File: config.mk
export PLATFORM = sky130hd
export DESIGN_NAME = ctr_iv_unit
export DESIGN_NICKNAME = d
export VERILOG_FILES = /design/src/rtl/ctr_iv_pkg.sv /design/src/rtl/ctr_iv_ctrl.sv /design/src/rtl/ctr_iv_store.sv /design/src/rtl/ctr_iv_rdmux.sv /design/src/rtl/ctr_iv_unit.sv
export SDC_FILE = /design/constraint.sdc
export NUM_CORES = 1
export LEC_CHECK = 0
export CORE_MARGIN = 2
export CORE_UTILIZATION = 51
export DETAILED_ROUTE_END_ITERATION = 12
export GPL_ROUTABILITY_DRIVEN = 0
export PLACE_DENSITY = 0.87
export SYNTH_ARGS = -nofsm -noshare
export SYNTH_HDL_FRONTEND = slang
export SYNTH_HIERARCHICAL = 1
export SYNTH_SLANG_ARGS = --single-unit
export TNS_END_PERCENT = 100
File: constraint.sdc
create_clock -name clk_i -period 4.6 [get_ports clk_i]
set_clock_uncertainty 0.2 [all_clocks]
set_input_delay 0.46 -clock clk_i [delete_from_list [all_inputs] [get_ports clk_i]]
set_output_delay 0.46 -clock clk_i [all_outputs]
set_load 0.01 [all_outputs]
File: src/rtl/ctr_iv_pkg.sv
package ctr_iv_pkg;

    typedef enum logic [1:0] {
        CH_ECB = 2'b00,
        CH_CBC = 2'b01,
        CH_CTR = 2'b10,
        CH_RSV = 2'b11
    } chain_e;

    typedef enum logic [1:0] {
        MD_ENC    = 2'b00,
        MD_KEY    = 2'b01,
        MD_DEC    = 2'b10,
        MD_KEYDEC = 2'b11
    } mode_e;

    localparam int unsigned CTRL_EN_BIT = 0;
    localparam int unsigned MODE_LSB    = 1;
    localparam int unsigned CHAIN_LSB   = 3;
    localparam int unsigned CTRL_USED_W = 5;

    typedef struct packed {
        logic   en;
        mode_e  mode;
        chain_e chain;
    } ctrl_t;

    function automatic mode_e coerce_mode(chain_e ch, mode_e md);
        if (ch == CH_CTR && md == MD_KEYDEC) begin
            return MD_DEC;
        end
        return md;
    endfunction

endpackage

File: src/rtl/ctr_iv_ctrl.sv
module ctr_iv_ctrl
    import ctr_iv_pkg::*;
#(
    parameter int unsigned WORD_W    = 32,
    parameter int unsigned ADDR_W    = 3,
    parameter int unsigned CTRL_ADDR = 4
) (
    input  logic              clk_i,
    input  logic              rst_ni,
    input  logic              wr_en_i,
    input  logic [ADDR_W-1:0] wr_addr_i,
    input  logic [WORD_W-1:0] wr_data_i,
    output ctrl_t             ctrl_o
);

    typedef struct packed {
        ctrl_t ctrl;
    } state_t;

    state_t st_d, st_q;
    chain_e new_chain;
    mode_e  new_mode;
    logic   unused_hi;

    assign new_chain = chain_e'(wr_data_i[CHAIN_LSB +: 2]);
    assign new_mode  = mode_e'(wr_data_i[MODE_LSB +: 2]);
    assign unused_hi = ^wr_data_i[WORD_W-1:CTRL_USED_W];

    always_comb begin
        st_d = st_q;
        if (wr_en_i && wr_addr_i == ADDR_W'(CTRL_ADDR)) begin
            st_d.ctrl.en    = wr_data_i[CTRL_EN_BIT];
            st_d.ctrl.chain = new_chain;
            st_d.ctrl.mode  = coerce_mode(new_chain, new_mode);
        end
    end

    always_ff @(posedge clk_i) begin
        if (!rst_ni) begin
            st_q <= '0;
        end else begin
            st_q <= st_d;
        end
    end

    assign ctrl_o = st_q.ctrl;

endmodule

File: src/rtl/ctr_iv_store.sv
module ctr_iv_store #(
    parameter int unsigned WORD_W    = 32,
    parameter int unsigned NUM_WORDS = 4,
    parameter int unsigned CTR_WORDS = 1,
    parameter int unsigned ADDR_W    = 3
) (
    input  logic                              clk_i,
    input  logic                              rst_ni,
    input  logic                              wr_en_i,
    input  logic [ADDR_W-1:0]                 wr_addr_i,
    input  logic [WORD_W-1:0]                 wr_data_i,
    input  logic                              lock_i,
    input  logic                              adv_i,
    output logic [NUM_WORDS-1:0][WORD_W-1:0]  words_o
);

    localparam int unsigned IV_W  = NUM_WORDS * WORD_W;
    localparam int unsigned CTR_W = CTR_WORDS * WORD_W;

    typedef struct packed {
        logic [NUM_WORDS-1:0][WORD_W-1:0] words;
    } state_t;

    state_t st_d, st_q;
    logic [NUM_WORDS-1:0] hit;
    logic [IV_W-1:0]      flat_q;
    logic [CTR_W-1:0]     ctr_next;

    for (genvar g = 0; g < NUM_WORDS; g++) begin : g_hit
        assign hit[g] = wr_en_i && !lock_i && (wr_addr_i == ADDR_W'(g));
    end

    assign flat_q   = st_q.words;
    assign ctr_next = flat_q[CTR_W-1:0] + CTR_W'(1);

    always_comb begin
        st_d = st_q;
        if (adv_i) begin
            st_d.words = {flat_q[IV_W-1:CTR_W], ctr_next};
        end
        for (int i = 0; i < int'(NUM_WORDS); i++) begin
            if (hit[i]) begin
                st_d.words[i] = wr_data_i;
            end
        end
    end

    always_ff @(posedge clk_i) begin
        if (!rst_ni) begin
            st_q <= '0;
        end else begin
            st_q <= st_d;
        end
    end

    assign words_o = st_q.words;

endmodule

File: src/rtl/ctr_iv_rdmux.sv
module ctr_iv_rdmux
    import ctr_iv_pkg::*;
#(
    parameter int unsigned WORD_W    = 32,
    parameter int unsigned NUM_WORDS = 4,
    parameter int unsigned ADDR_W    = 3,
    parameter int unsigned CTRL_ADDR = 4
) (
    input  logic [ADDR_W-1:0]                rd_addr_i,
    input  logic [NUM_WORDS-1:0][WORD_W-1:0] words_i,
    input  ctrl_t                            ctrl_i,
    output logic [WORD_W-1:0]                rdata_o
);

    localparam int unsigned IDX_W = (NUM_WORDS > 1) ? $clog2(NUM_WORDS) : 1;

    always_comb begin
        rdata_o = '0;
        if (rd_addr_i < ADDR_W'(NUM_WORDS)) begin
            if (!ctrl_i.en) begin
                rdata_o = words_i[rd_addr_i[IDX_W-1:0]];
            end
        end else if (rd_addr_i == ADDR_W'(CTRL_ADDR)) begin
            rdata_o[CTRL_EN_BIT]     = ctrl_i.en;
            rdata_o[MODE_LSB +: 2]   = ctrl_i.mode;
            rdata_o[CHAIN_LSB +: 2]  = ctrl_i.chain;
        end
    end

endmodule

File: src/rtl/ctr_iv_unit.sv
module ctr_iv_unit
    import ctr_iv_pkg::*;
#(
    parameter int unsigned WORD_W    = 32,
    parameter int unsigned NUM_WORDS = 4,
    parameter int unsigned CTR_WORDS = 1,
    parameter int unsigned ADDR_W    = 3
) (
    input  logic                        clk_i,
    input  logic                        rst_ni,
    input  logic                        bus_we_i,
    input  logic [ADDR_W-1:0]           bus_addr_i,
    input  logic [WORD_W-1:0]           bus_wdata_i,
    output logic [WORD_W-1:0]           bus_rdata_o,
    input  logic                        blk_done_i,
    output logic [NUM_WORDS*WORD_W-1:0] ctr_block_o,
    output logic                        core_fwd_o
);

    localparam int unsigned CTRL_ADDR = NUM_WORDS;

    ctrl_t                            ctrl;
    logic [NUM_WORDS-1:0][WORD_W-1:0] iv_words;
    logic                             ctl_en;
    logic [1:0]                       ctl_mode;
    logic [1:0]                       ctl_chain;
    logic                             adv;

    ctr_iv_ctrl #(
        .WORD_W   (WORD_W),
        .ADDR_W   (ADDR_W),
        .CTRL_ADDR(CTRL_ADDR)
    ) u_ctrl (
        .clk_i    (clk_i),
        .rst_ni   (rst_ni),
        .wr_en_i  (bus_we_i),
        .wr_addr_i(bus_addr_i),
        .wr_data_i(bus_wdata_i),
        .ctrl_o   (ctrl)
    );

    assign ctl_en    = ctrl.en;
    assign ctl_mode  = ctrl.mode;
    assign ctl_chain = ctrl.chain;
    assign adv       = ctl_en && (ctl_chain == CH_CTR) && blk_done_i;

    ctr_iv_store #(
        .WORD_W   (WORD_W),
        .NUM_WORDS(NUM_WORDS),
        .CTR_WORDS(CTR_WORDS),
        .ADDR_W   (ADDR_W)
    ) u_store (
        .clk_i    (clk_i),
        .rst_ni   (rst_ni),
        .wr_en_i  (bus_we_i),
        .wr_addr_i(bus_addr_i),
        .wr_data_i(bus_wdata_i),
        .lock_i   (ctl_en),
        .adv_i    (adv),
        .words_o  (iv_words)
    );

    ctr_iv_rdmux #(
        .WORD_W   (WORD_W),
        .NUM_WORDS(NUM_WORDS),
        .ADDR_W   (ADDR_W),
        .CTRL_ADDR(CTRL_ADDR)
    ) u_rdmux (
        .rd_addr_i(bus_addr_i),
        .words_i  (iv_words),
        .ctrl_i   (ctrl),
        .rdata_o  (bus_rdata_o)
    );

    assign ctr_block_o = iv_words;
    assign core_fwd_o  = (ctl_chain == CH_CTR) || (ctl_mode == MD_ENC);

endmodule

# Yosys cells after proc, flatten, opt, wreduce, memory -nomap -nowiden

Cells that the tools add are included.

Flip-flop bits (word level): 133
Word-level logic and storage cells: 46

$add $sub $neg: 1
Order comparisons: 2
Eq/ne operators: 7
Multiplexer cells: 15
Reduce and logical (&&, ||, !) cells: 14

Operator list:

| kind                    | number |
|---|---|
| $mux W32                | 7 |
| $bmux W32 S2            | 1 |
| $add A32 B1 Y32 const B | 1 |
| $mux W27                | 1 |
| $mux W5                 | 2 |
| $logic_and A1 B1 Y1     | 9 |
| $eq A2 B2 Y1 const B    | 3 |
| $eq A3 B2 Y1 const B    | 2 |
| $mux W2                 | 2 |
| $eq A3 B1 Y1 const B    | 1 |
| $eq A3 B3 Y1 const B    | 1 |
| $logic_not A3 Y1        | 1 |
| $lt A2 B3 Y1 const B    | 1 |
| $lt A3 B3 Y1 const B    | 1 |
| $logic_not A2 Y1        | 1 |
| $mux W1                 | 2 |
| $reduce_bool A2 Y1      | 1 |
| $logic_not A1 Y1        | 1 |
| $logic_or A1 B1 Y1      | 1 |

# Depth between registers and ports, before layout

Gate-level depths: netlist of the first run.

Depth after elaboration: 5
Mapped depth: 8
Depth with buffers taken out: 6

# Modules after synthesis

Netlist of the first run, hierarchy kept.

By module, submodules not included:

| module       | instances | cells each | area an instance (µm²) |
|---|---|---|---|
| ctr_iv_store | 1         | 680        | 5316.3 |
| ctr_iv_rdmux | 1         | 77         | 1028.5 |
| ctr_iv_ctrl  | 1         | 19         | 210.2 |
| ctr_iv_unit  | 1         | 4          | 23.8 |

# Worst setup path after synthesis of the first run

Ideal clock, no wire load.

Path type: in2reg
From: input blk_done_i
To: register u_store.st_q, in the netlist u_store/words_o[26]
Setup time: 120 ps
Arrival: 1868 ps
Path slack: 2412 ps
Cell stages on the path: 7
Buffers on the path: 1
Path through: nand2_1 nor3_2 buf_4 nand2_1 nor4_1 a311o_1 nand3_1

Word-level cells in the longest chain between the ends: 2

Ends and longest elaborated chain:

| element                             | line               | RTL |
|---|---|---|
| start: declaration                  | ctr_iv_unit.sv:15  | `input logic blk_done_i,` |
| $logic_and A1 B1 Y1                 | ctr_iv_unit.sv:45  | `assign adv = ctl_en && (ctl_chain == CH_CTR) && blk_done_i;` |
| named net adv                       | ctr_iv_unit.sv:27  | `logic adv;` |
| $reduce_bool A2 Y1 (no source line) | -                  |  |
| end signal: assignment              | ctr_iv_store.sv:52 | `st_q <= st_d;` |
| end: declaration                    | ctr_iv_store.sv:24 | `state_t st_d, st_q;` |

The timed path passes the listed nets, and every way through them passes these cells.
A chain may end at the register's enable or synchronous reset.

# Worst setup path in the final report of the first run

From: input bus_addr_i[0]
To: output bus_rdata_o[4]

Word-level cells in the longest chain between the ends: 4
Elaborated cells between the ends (all ways): 7
Classes of those cells: order compare: 1; eq/ne: 1; mux: 5

Ends and longest elaborated chain:

| element                        | line               | RTL |
|---|---|---|
| start: declaration             | ctr_iv_unit.sv:12  | `input logic [ADDR_W-1:0] bus_addr_i,` |
| $bmux W32 S2                   | ctr_iv_rdmux.sv:21 | `rdata_o = words_i[rd_addr_i[IDX_W-1:0]];` |
| $mux W32 (implied by the code) | ctr_iv_rdmux.sv:21 |  |
| $mux W32                       | ctr_iv_rdmux.sv:20 | `if (!ctrl_i.en) begin` |
| $mux W5 *                      | ctr_iv_rdmux.sv:19 | `if (rd_addr_i < ADDR_W'(NUM_WORDS)) begin` |
| end: declaration               | ctr_iv_unit.sv:14  | `output logic [WORD_W-1:0] bus_rdata_o,` |

Every way passes the cells marked *; elsewhere a longest branch is shown, timed or not. The select of a mux whose other input is x is not followed.

==> results of run 1 <==
## layout make-up
type	instances	area share
clock buffer	19	0.0481
clock inverter	13	0.0186
inverter	7	0.00299
multi-input combinational	578	0.391
sequential	133	0.289
tap	172	0.0233
timing repair buffer	212	0.227
## worst paths after layout
path                             start                   end  slack [ns]  depth (start not counted)
setup / recovery         bus_addr_i[0]        bus_rdata_o[4]        1.19                          5
hold / removal    u_store/words_o[124]  u_store/words_o[124]        0.27                          2
setup reg to reg      u_ctrl/ctrl_o[4]   u_store/words_o[65]        1.90                          5
hold reg to reg   u_store/words_o[124]  u_store/words_o[124]        0.27                          2
## sequential cells by signal, indices dropped and copies added (netlist names)
name	count
u_ctrl/ctrl_o	5
u_store/words_o	128
## worst min-delay path, stage by stage, from the launching register on
cell and delay [ns]:
sky130_fd_sc_hd__dfxtp_1 0.31, sky130_fd_sc_hd__nand2_1 0.05, sky130_fd_sc_hd__a21oi_1 0.05
## where the power goes
part / switching (mW) / internal, mW / leakage [nW] / total, mW
Clock: 0.533 / 0.875 / 0.295 / 1.41
Combinational: 0.150 / 0.142 / 1.64 / 0.292
Sequential: 0.0390 / 1.18 / 1.08 / 1.22
## kinds of logic after synthesis
group	Yosys count	synth area share
and+or+nand+nor	357	0.256
AOI/OAI and AO/OA	174	0.159
DFF	133	0.405
adders and majority gates	1	0.00190
buffers and inverters	69	0.0493
xor gates and xnor gates	9	0.0120
muxes	37	0.117
## layer usage
layer  vias to the layer above  GRT usage  part of all wire
met5                         -          0                 0
met4                         0     0.0956             0.017
met3                        46     0.0669             0.089
met2                       431      0.531              0.49
met1                      3334      0.380              0.40
li1                       3134          -                 -
## cell usage after synthesis, types with 2 or more instances
library cell and number:
sky130_fd_sc_hd__a2111oi_0 2, sky130_fd_sc_hd__a211o_1 2, sky130_fd_sc_hd__a211oi_1 13, sky130_fd_sc_hd__a21oi_1 99, sky130_fd_sc_hd__a22o_1 6, sky130_fd_sc_hd__a311o_1 5, sky130_fd_sc_hd__a311oi_1 7, sky130_fd_sc_hd__a31oi_1 8
sky130_fd_sc_hd__and2_1 28, sky130_fd_sc_hd__and3_1 5, sky130_fd_sc_hd__and4_1 5, sky130_fd_sc_hd__buf_2 9, sky130_fd_sc_hd__buf_4 2, sky130_fd_sc_hd__buf_6 4, sky130_fd_sc_hd__clkbuf_1 46, sky130_fd_sc_hd__dfxtp_1 133
sky130_fd_sc_hd__inv_1 6, sky130_fd_sc_hd__mux2i_1 5, sky130_fd_sc_hd__mux4_2 32, sky130_fd_sc_hd__nand2_1 216, sky130_fd_sc_hd__nand3_1 23, sky130_fd_sc_hd__nand4_1 15, sky130_fd_sc_hd__nor2_1 20, sky130_fd_sc_hd__nor2b_1 4
sky130_fd_sc_hd__nor3_1 6, sky130_fd_sc_hd__nor3b_1 2, sky130_fd_sc_hd__nor4_1 6, sky130_fd_sc_hd__o2111ai_1 2, sky130_fd_sc_hd__o211ai_1 2, sky130_fd_sc_hd__o21ai_0 16, sky130_fd_sc_hd__o31ai_1 8, sky130_fd_sc_hd__or3_1 5
sky130_fd_sc_hd__or4_1 11, sky130_fd_sc_hd__xnor2_1 5, sky130_fd_sc_hd__xor2_1 4
## through the flow
stage,cells,total power [mW]
6_report,1134,2.92
5_1_grt,1134,2.99
4_1_cts,1134,2.92
3_5_place_dp,1102,1.53
3_3_place_gp,1102,1.53
2_1_floorplan,780,1.38
==> run_summary.xml, run 1 <==
<?xml version="1.0" encoding="UTF-8"?>
<metrics>
  <group name="yosys">
    <metric name="number_of_unique_standard_cell_types_used_by_synthesis" unit="">53</metric>
    <metric name="synth_cells" unit="">780</metric>
    <metric name="ys.warnings.count" unit="">6</metric>
    <metric name="synth.yosys.seq_area_share" unit="">0.405</metric>
    <metric name="synth.avg_cell_area" unit="µm²">8.43</metric>
    <metric name="synthesis.nets" unit="">820</metric>
    <metric name="synth_enable_flop_cells" unit="">0</metric>
    <metric name="post_synth_instance_area" unit="µm²">6580</metric>
    <metric name="async_flop_share" unit="">0</metric>
    <metric name="yosys.area.top_type_share" unit="">0.405</metric>
    <metric name="ys_dominant_reg_cell" unit="">sky130_fd_sc_hd__dfxtp_1</metric>
    <metric name="synth.largest_area_cell" unit="">sky130_fd_sc_hd__dfxtp_1</metric>
    <metric name="netlist_top_cells_area" unit="">sky130_fd_sc_hd__dfxtp_1, sky130_fd_sc_hd__nand2_1, sky130_fd_sc_hd__mux4_2, sky130_fd_sc_hd__a21oi_1, sky130_fd_sc_hd__and2_1</metric>
    <metric name="synth.ff_latch_count" unit="">133</metric>
  </group>
  <group name="place">
    <metric name="port-buffer-count" unit="">199</metric>
    <metric name="placedInstanceArea" unit="µm²">8600</metric>
    <metric name="hpwl" unit="µm">14400</metric>
    <metric name="detailedPlace.worstSlack" unit="ns">1.14</metric>
  </group>
  <group name="drt">
    <metric name="totalWireLength" unit="µm">22000</metric>
    <metric name="detailedRoute.firstPassIterationCount" unit="">6</metric>
    <metric name="antenna_left" unit="">0</metric>
    <metric name="first_iter_violations" unit="">657</metric>
    <metric name="route.detailed.wl_per_inst" unit="µm">19.4</metric>
    <metric name="via_count" unit="">6945</metric>
    <metric name="drc" unit="">0</metric>
    <metric name="viasPerCell" unit="">6.12</metric>
  </group>
  <group name="power">
    <metric name="irDropWorstVdd" unit="µV">282</metric>
    <metric name="powerDensity" unit="nW/µm²">317</metric>
    <metric name="p_leak" unit="nW">3.02</metric>
  </group>
  <group name="timing">
    <metric name="setup-tns-final" unit="ns">0</metric>
    <metric name="period_minus_slack" unit="ns">3.41</metric>
    <metric name="rsz_0062_raised_after_global_routing" unit="">no</metric>
    <metric name="finalCritPeriodShare" unit="">0.741</metric>
    <metric name="setup_viol" unit="">0</metric>
    <metric name="worst_max_slew_margin_expressed_relative_to_the_limit" unit="">0.343</metric>
    <metric name="postLayoutSetupSlackWorst" unit="ns">1.19</metric>
    <metric name="max_slew.worst_pin.slew" unit="ns">0.986</metric>
    <metric name="final.hold.worst_slack" unit="ns">0.268</metric>
    <metric name="finalHoldViolations" unit="">0</metric>
    <metric name="timing.final.max_slew_violations" unit="">0</metric>
    <metric name="fmaxAchievable" unit="MHz">293</metric>
  </group>
  <group name="critical_path">
    <metric name="timing.critical_path.required" unit="ns">3.94</metric>
    <metric name="critical_path.cell_chain" unit="">buf_2 -&gt; buf_4 -&gt; mux4_2 -&gt; a22o_1 -&gt; clkdlybuf4s50_1</metric>
    <metric name="critical_path.max_stage_delay" unit="ns">0.65</metric>
    <metric name="worstSetupStartpointType" unit="">input port</metric>
    <metric name="cp.buffers_inverters" unit="">3</metric>
    <metric name="critPathSlowestCell" unit="">sky130_fd_sc_hd__buf_2</metric>
    <metric name="timing.critical_path.max_delay_family" unit="">buffers and inverters</metric>
    <metric name="arrival_time_reported_for_the_critical_path_endpoint" unit="ns">2.75</metric>
    <metric name="crit_type" unit="">input port to primary output</metric>
    <metric name="cp_max_fo" unit="">29</metric>
    <metric name="end_kind" unit="">primary output</metric>
  </group>
  <group name="final_layout">
    <metric name="layout.cell_area.non_filler" unit="µm²">9220</metric>
    <metric name="fill_cells" unit="">949</metric>
    <metric name="final_common_cell" unit="">sky130_fd_sc_hd__nand2_1</metric>
    <metric name="post_route_cells_drive_above_1_share" unit="">0.0915</metric>
    <metric name="end_of_flow_core_utilization" unit="">0.730</metric>
    <metric name="mostFrequentLayoutCells" unit="">sky130_fd_sc_hd__nand2_1, sky130_fd_sc_hd__clkdlybuf4s50_1, sky130_fd_sc_hd__dfxtp_1, sky130_fd_sc_hd__a21oi_1, sky130_fd_sc_hd__mux4_2</metric>
    <metric name="multi_input_area" unit="µm²">3610</metric>
    <metric name="insertedDiodeCount" unit="">0</metric>
    <metric name="area_growth" unit="%">40.1</metric>
    <metric name="nNetsFinal" unit="">989</metric>
    <metric name="area.sequential" unit="µm²">2660</metric>
  </group>
  <group name="clock_network">
    <metric name="max-clock-path-buffers" unit="">2</metric>
    <metric name="cts_tree" unit="">done</metric>
    <metric name="cts_hold_buf" unit="">0</metric>
    <metric name="clock_tree.htree_level_count" unit="">4</metric>
    <metric name="clk_latency" unit="ns">0.42</metric>
    <metric name="post_cts_resized" unit="">0</metric>
    <metric name="cts_sinks" unit="">133</metric>
    <metric name="cts-root-buf" unit="">sky130_fd_sc_hd__clkbuf_16</metric>
    <metric name="cts_buffers" unit="">17</metric>
    <metric name="cts_post_setup_buffers_inserted" unit="">0</metric>
    <metric name="clk_transition_reported_paths" unit="ns">0.06</metric>
  </group>
  <group name="hold_path">
    <metric name="hold_path_class" unit="">register to register</metric>
  </group>
  <group name="floorplan">
    <metric name="die_area" unit="µm²">13800</metric>
    <metric name="design.portCount" unit="">200</metric>
    <metric name="die_height" unit="µm">118</metric>
    <metric name="initial_core_util" unit="">0.521</metric>
    <metric name="row_count" unit="">41</metric>
    <metric name="core-area" unit="µm²">12600</metric>
    <metric name="floorplan.die.width" unit="µm">118</metric>
  </group>
  <group name="grt">
    <metric name="grt_util_all_layers" unit="">0.306</metric>
    <metric name="grt_first_pass_wirelength" unit="µm">34400</metric>
    <metric name="grt_max_degree" unit="">78</metric>
    <metric name="overflow" unit="">0</metric>
    <metric name="antenna_violations_before_repair" unit="">0</metric>
    <metric name="number_of_global_route_vias_before_repair" unit="">6593</metric>
  </group>
  <group name="outcome">
    <metric name="run_status" unit="">completed</metric>
  </group>
  <group name="job">
    <metric name="maxCapViolCount" unit="">0</metric>
  </group>
</metrics>
Power figures use the tool's default switching activity.
==> run 2, diff against run 1 <==
--- a/config.mk
+++ b/config.mk
@@ -6,10 +6,10 @@
 export NUM_CORES = 1
 export LEC_CHECK = 0
 export CORE_MARGIN = 2
-export CORE_UTILIZATION = 51
+export CORE_UTILIZATION = 43
 export DETAILED_ROUTE_END_ITERATION = 12
 export GPL_ROUTABILITY_DRIVEN = 0
-export PLACE_DENSITY = 0.87
+export PLACE_DENSITY = 0.78
 export SYNTH_ARGS = -nofsm -noshare
 export SYNTH_HDL_FRONTEND = slang
 export SYNTH_HIERARCHICAL = 1
==> constraint.sdc (replaced) <==
create_clock -name clk_i -period 3 [get_ports clk_i]
set_clock_uncertainty 0.2 [all_clocks]
set_input_delay 0.3 -clock clk_i [delete_from_list [all_inputs] [get_ports clk_i]]
set_output_delay 0.3 -clock clk_i [all_outputs]
set_load 0.01 [all_outputs]
==> run_summary.xml, run 2 (synthesized netlist as in run 1, its figures left out) <==
<?xml version="1.0" encoding="UTF-8"?>
<metrics>
  <group name="grt">
    <metric name="antenna_violations_before_repair" unit="">0</metric>
    <metric name="grt_util_all_layers" unit="">0.258</metric>
    <metric name="grt_max_degree" unit="">86</metric>
    <metric name="grt_first_pass_wirelength" unit="µm">32900</metric>
    <metric name="overflow" unit="">0</metric>
    <metric name="number_of_global_route_vias_before_repair" unit="">6010</metric>
  </group>
  <group name="clock_network">
    <metric name="cts_tree" unit="">done</metric>
    <metric name="cts_buffers" unit="">17</metric>
    <metric name="clock_tree.htree_level_count" unit="">4</metric>
    <metric name="cts-root-buf" unit="">sky130_fd_sc_hd__clkbuf_16</metric>
    <metric name="post_cts_resized" unit="">0</metric>
    <metric name="cts_hold_buf" unit="">0</metric>
    <metric name="max-clock-path-buffers" unit="">2</metric>
    <metric name="cts_post_setup_buffers_inserted" unit="">0</metric>
    <metric name="clk_transition_reported_paths" unit="ns">0.06</metric>
    <metric name="clk_latency" unit="ns">0.42</metric>
    <metric name="cts_sinks" unit="">133</metric>
  </group>
  <group name="timing">
    <metric name="final.hold.worst_slack" unit="ns">0.267</metric>
    <metric name="rsz_0062_raised_after_global_routing" unit="">no</metric>
    <metric name="timing.final.max_slew_violations" unit="">0</metric>
    <metric name="max_slew.worst_pin.slew" unit="ns">0.600</metric>
    <metric name="finalHoldViolations" unit="">0</metric>
    <metric name="postLayoutSetupSlackWorst" unit="ns">0.312</metric>
    <metric name="fmaxAchievable" unit="MHz">372</metric>
    <metric name="worst_max_slew_margin_expressed_relative_to_the_limit" unit="">0.600</metric>
    <metric name="finalCritPeriodShare" unit="">0.896</metric>
    <metric name="setup-tns-final" unit="ns">0</metric>
    <metric name="period_minus_slack" unit="ns">2.69</metric>
    <metric name="setup_viol" unit="">0</metric>
  </group>
  <group name="drt">
    <metric name="antenna_left" unit="">0</metric>
    <metric name="totalWireLength" unit="µm">21100</metric>
    <metric name="detailedRoute.firstPassIterationCount" unit="">5</metric>
    <metric name="route.detailed.wl_per_inst" unit="µm">18.1</metric>
    <metric name="first_iter_violations" unit="">444</metric>
    <metric name="viasPerCell" unit="">5.65</metric>
    <metric name="drc" unit="">0</metric>
    <metric name="via_count" unit="">6555</metric>
  </group>
  <group name="place">
    <metric name="detailedPlace.worstSlack" unit="ns">0.273</metric>
    <metric name="placedInstanceArea" unit="µm²">8790</metric>
    <metric name="port-buffer-count" unit="">199</metric>
    <metric name="hpwl" unit="µm">14600</metric>
  </group>
  <group name="hold_path">
    <metric name="hold_path_class" unit="">register to register</metric>
  </group>
  <group name="critical_path">
    <metric name="timing.reg2reg.setup_slack" unit="ns">0.61</metric>
    <metric name="worstSetupStartpointType" unit="">input port</metric>
    <metric name="arrival_time_reported_for_the_critical_path_endpoint" unit="ns">2.19</metric>
    <metric name="timing.critical_path.required" unit="ns">2.50</metric>
    <metric name="cp_max_fo" unit="">20</metric>
    <metric name="end_kind" unit="">primary output</metric>
    <metric name="crit_type" unit="">input port to primary output</metric>
  </group>
  <group name="power">
    <metric name="powerDensity" unit="nW/µm²">453</metric>
    <metric name="p_leak" unit="nW">3.08</metric>
    <metric name="irDropWorstVdd" unit="µV">321</metric>
  </group>
  <group name="floorplan">
    <metric name="floorplan.die.width" unit="µm">128</metric>
    <metric name="die_height" unit="µm">128</metric>
    <metric name="design.portCount" unit="">200</metric>
    <metric name="initial_core_util" unit="">0.436</metric>
    <metric name="row_count" unit="">45</metric>
    <metric name="die_area" unit="µm²">16300</metric>
    <metric name="core-area" unit="µm²">15100</metric>
  </group>
  <group name="outcome">
    <metric name="run_status" unit="">completed</metric>
  </group>
  <group name="final_layout">
    <metric name="final_common_cell" unit="">sky130_fd_sc_hd__nand2_1</metric>
    <metric name="area_growth" unit="%">41.7</metric>
    <metric name="largest_register_ff_count" unit="">128</metric>
    <metric name="layout.cell_area.non_filler" unit="µm²">9320</metric>
    <metric name="fill_cells" unit="">1301</metric>
    <metric name="mostFrequentLayoutCells" unit="">sky130_fd_sc_hd__nand2_1, sky130_fd_sc_hd__clkdlybuf4s50_1, sky130_fd_sc_hd__dfxtp_1, sky130_fd_sc_hd__a21oi_1, sky130_fd_sc_hd__mux4_2</metric>
    <metric name="nNetsFinal" unit="">1001</metric>
    <metric name="insertedDiodeCount" unit="">0</metric>
    <metric name="post_route_cells_drive_above_1_share" unit="">0.0976</metric>
  </group>
  <group name="job">
    <metric name="maxCapViolCount" unit="">0</metric>
  </group>
</metrics>
## run 2: changes by cell type in the layout (fill, tap and decap cells not counted), moves of 4 or more
cell,previous run,this run
sky130_fd_sc_hd__clkbuf_1,1,5
sky130_fd_sc_hd__buf_12,1,7
sky130_fd_sc_hd__clkbuf_8,1,5
sky130_fd_sc_hd__buf_4,12,18
sky130_fd_sc_hd__inv_6,4,0
## run 2: path summary, 6_finish.rpt
path / from / to / cells past startpoint
max: bus_addr_i[0] / bus_rdata_o[29] / 5
min: u_store/words_o[124] / u_store/words_o[124] / 2
max reg2reg: u_ctrl/ctrl_o[4] / u_store/words_o[11] / 6
min reg2reg: u_store/words_o[124] / u_store/words_o[124] / 2
## run 2: critical path, stage by stage
cell and delay [ns]:
sky130_fd_sc_hd__buf_2 0.47, sky130_fd_sc_hd__buf_12 0.26, sky130_fd_sc_hd__mux4_2 0.50, sky130_fd_sc_hd__and2_1 0.17
sky130_fd_sc_hd__clkdlybuf4s50_1 0.48
## run 2: cell type report
type	instances	area (µm²)	area share
inverter	7	27.5	0.00295
multi-input combinational	578	3610	0.387
sequential	133	2660	0.286
timing repair buffer	224	2260	0.242
tap	188	235	0.0252
clock inverter	4	20.0	0.00215
clock buffer	27	513	0.0550
## run 2: where the power goes
group | switching (mW) | internal [mW] | total [mW]
clock | 0.733 | 1.16 | 1.89
combinational | 0.228 | 0.233 | 0.461
sequential | 0.0582 | 1.81 | 1.87
total | 1.02 | 3.20 | 4.22
## run 2: per-stage QoR
stage                     utilization  power, mW  std cells
after CTS                       0.618       4.25       1161
after global routing            0.618       4.36       1161
final                           0.618       4.22       1161
after detailed placement        0.582       2.37       1130
after global placement          0.582       2.36       1130
after floorplan                     -       2.11        780
## run 2: layer usage
layer  GRT usage  wire length [µm]
met5           0                 0
met4      0.0899               378
met3      0.0572              1590
met2       0.413              9930
met1       0.344              9180
==> run 3, diff against run 2 <==
--- a/config.mk
+++ b/config.mk
@@ -10,6 +10,8 @@
 export DETAILED_ROUTE_END_ITERATION = 12
 export GPL_ROUTABILITY_DRIVEN = 0
 export PLACE_DENSITY = 0.78
+export SETUP_SLACK_MARGIN = 0.1
+export SKIP_CTS_REPAIR_TIMING = 1
 export SYNTH_ARGS = -nofsm -noshare
 export SYNTH_HDL_FRONTEND = slang
 export SYNTH_HIERARCHICAL = 1
==> results of run 3 <==
Final layout, timing and power as in run 2 (identical DEF).
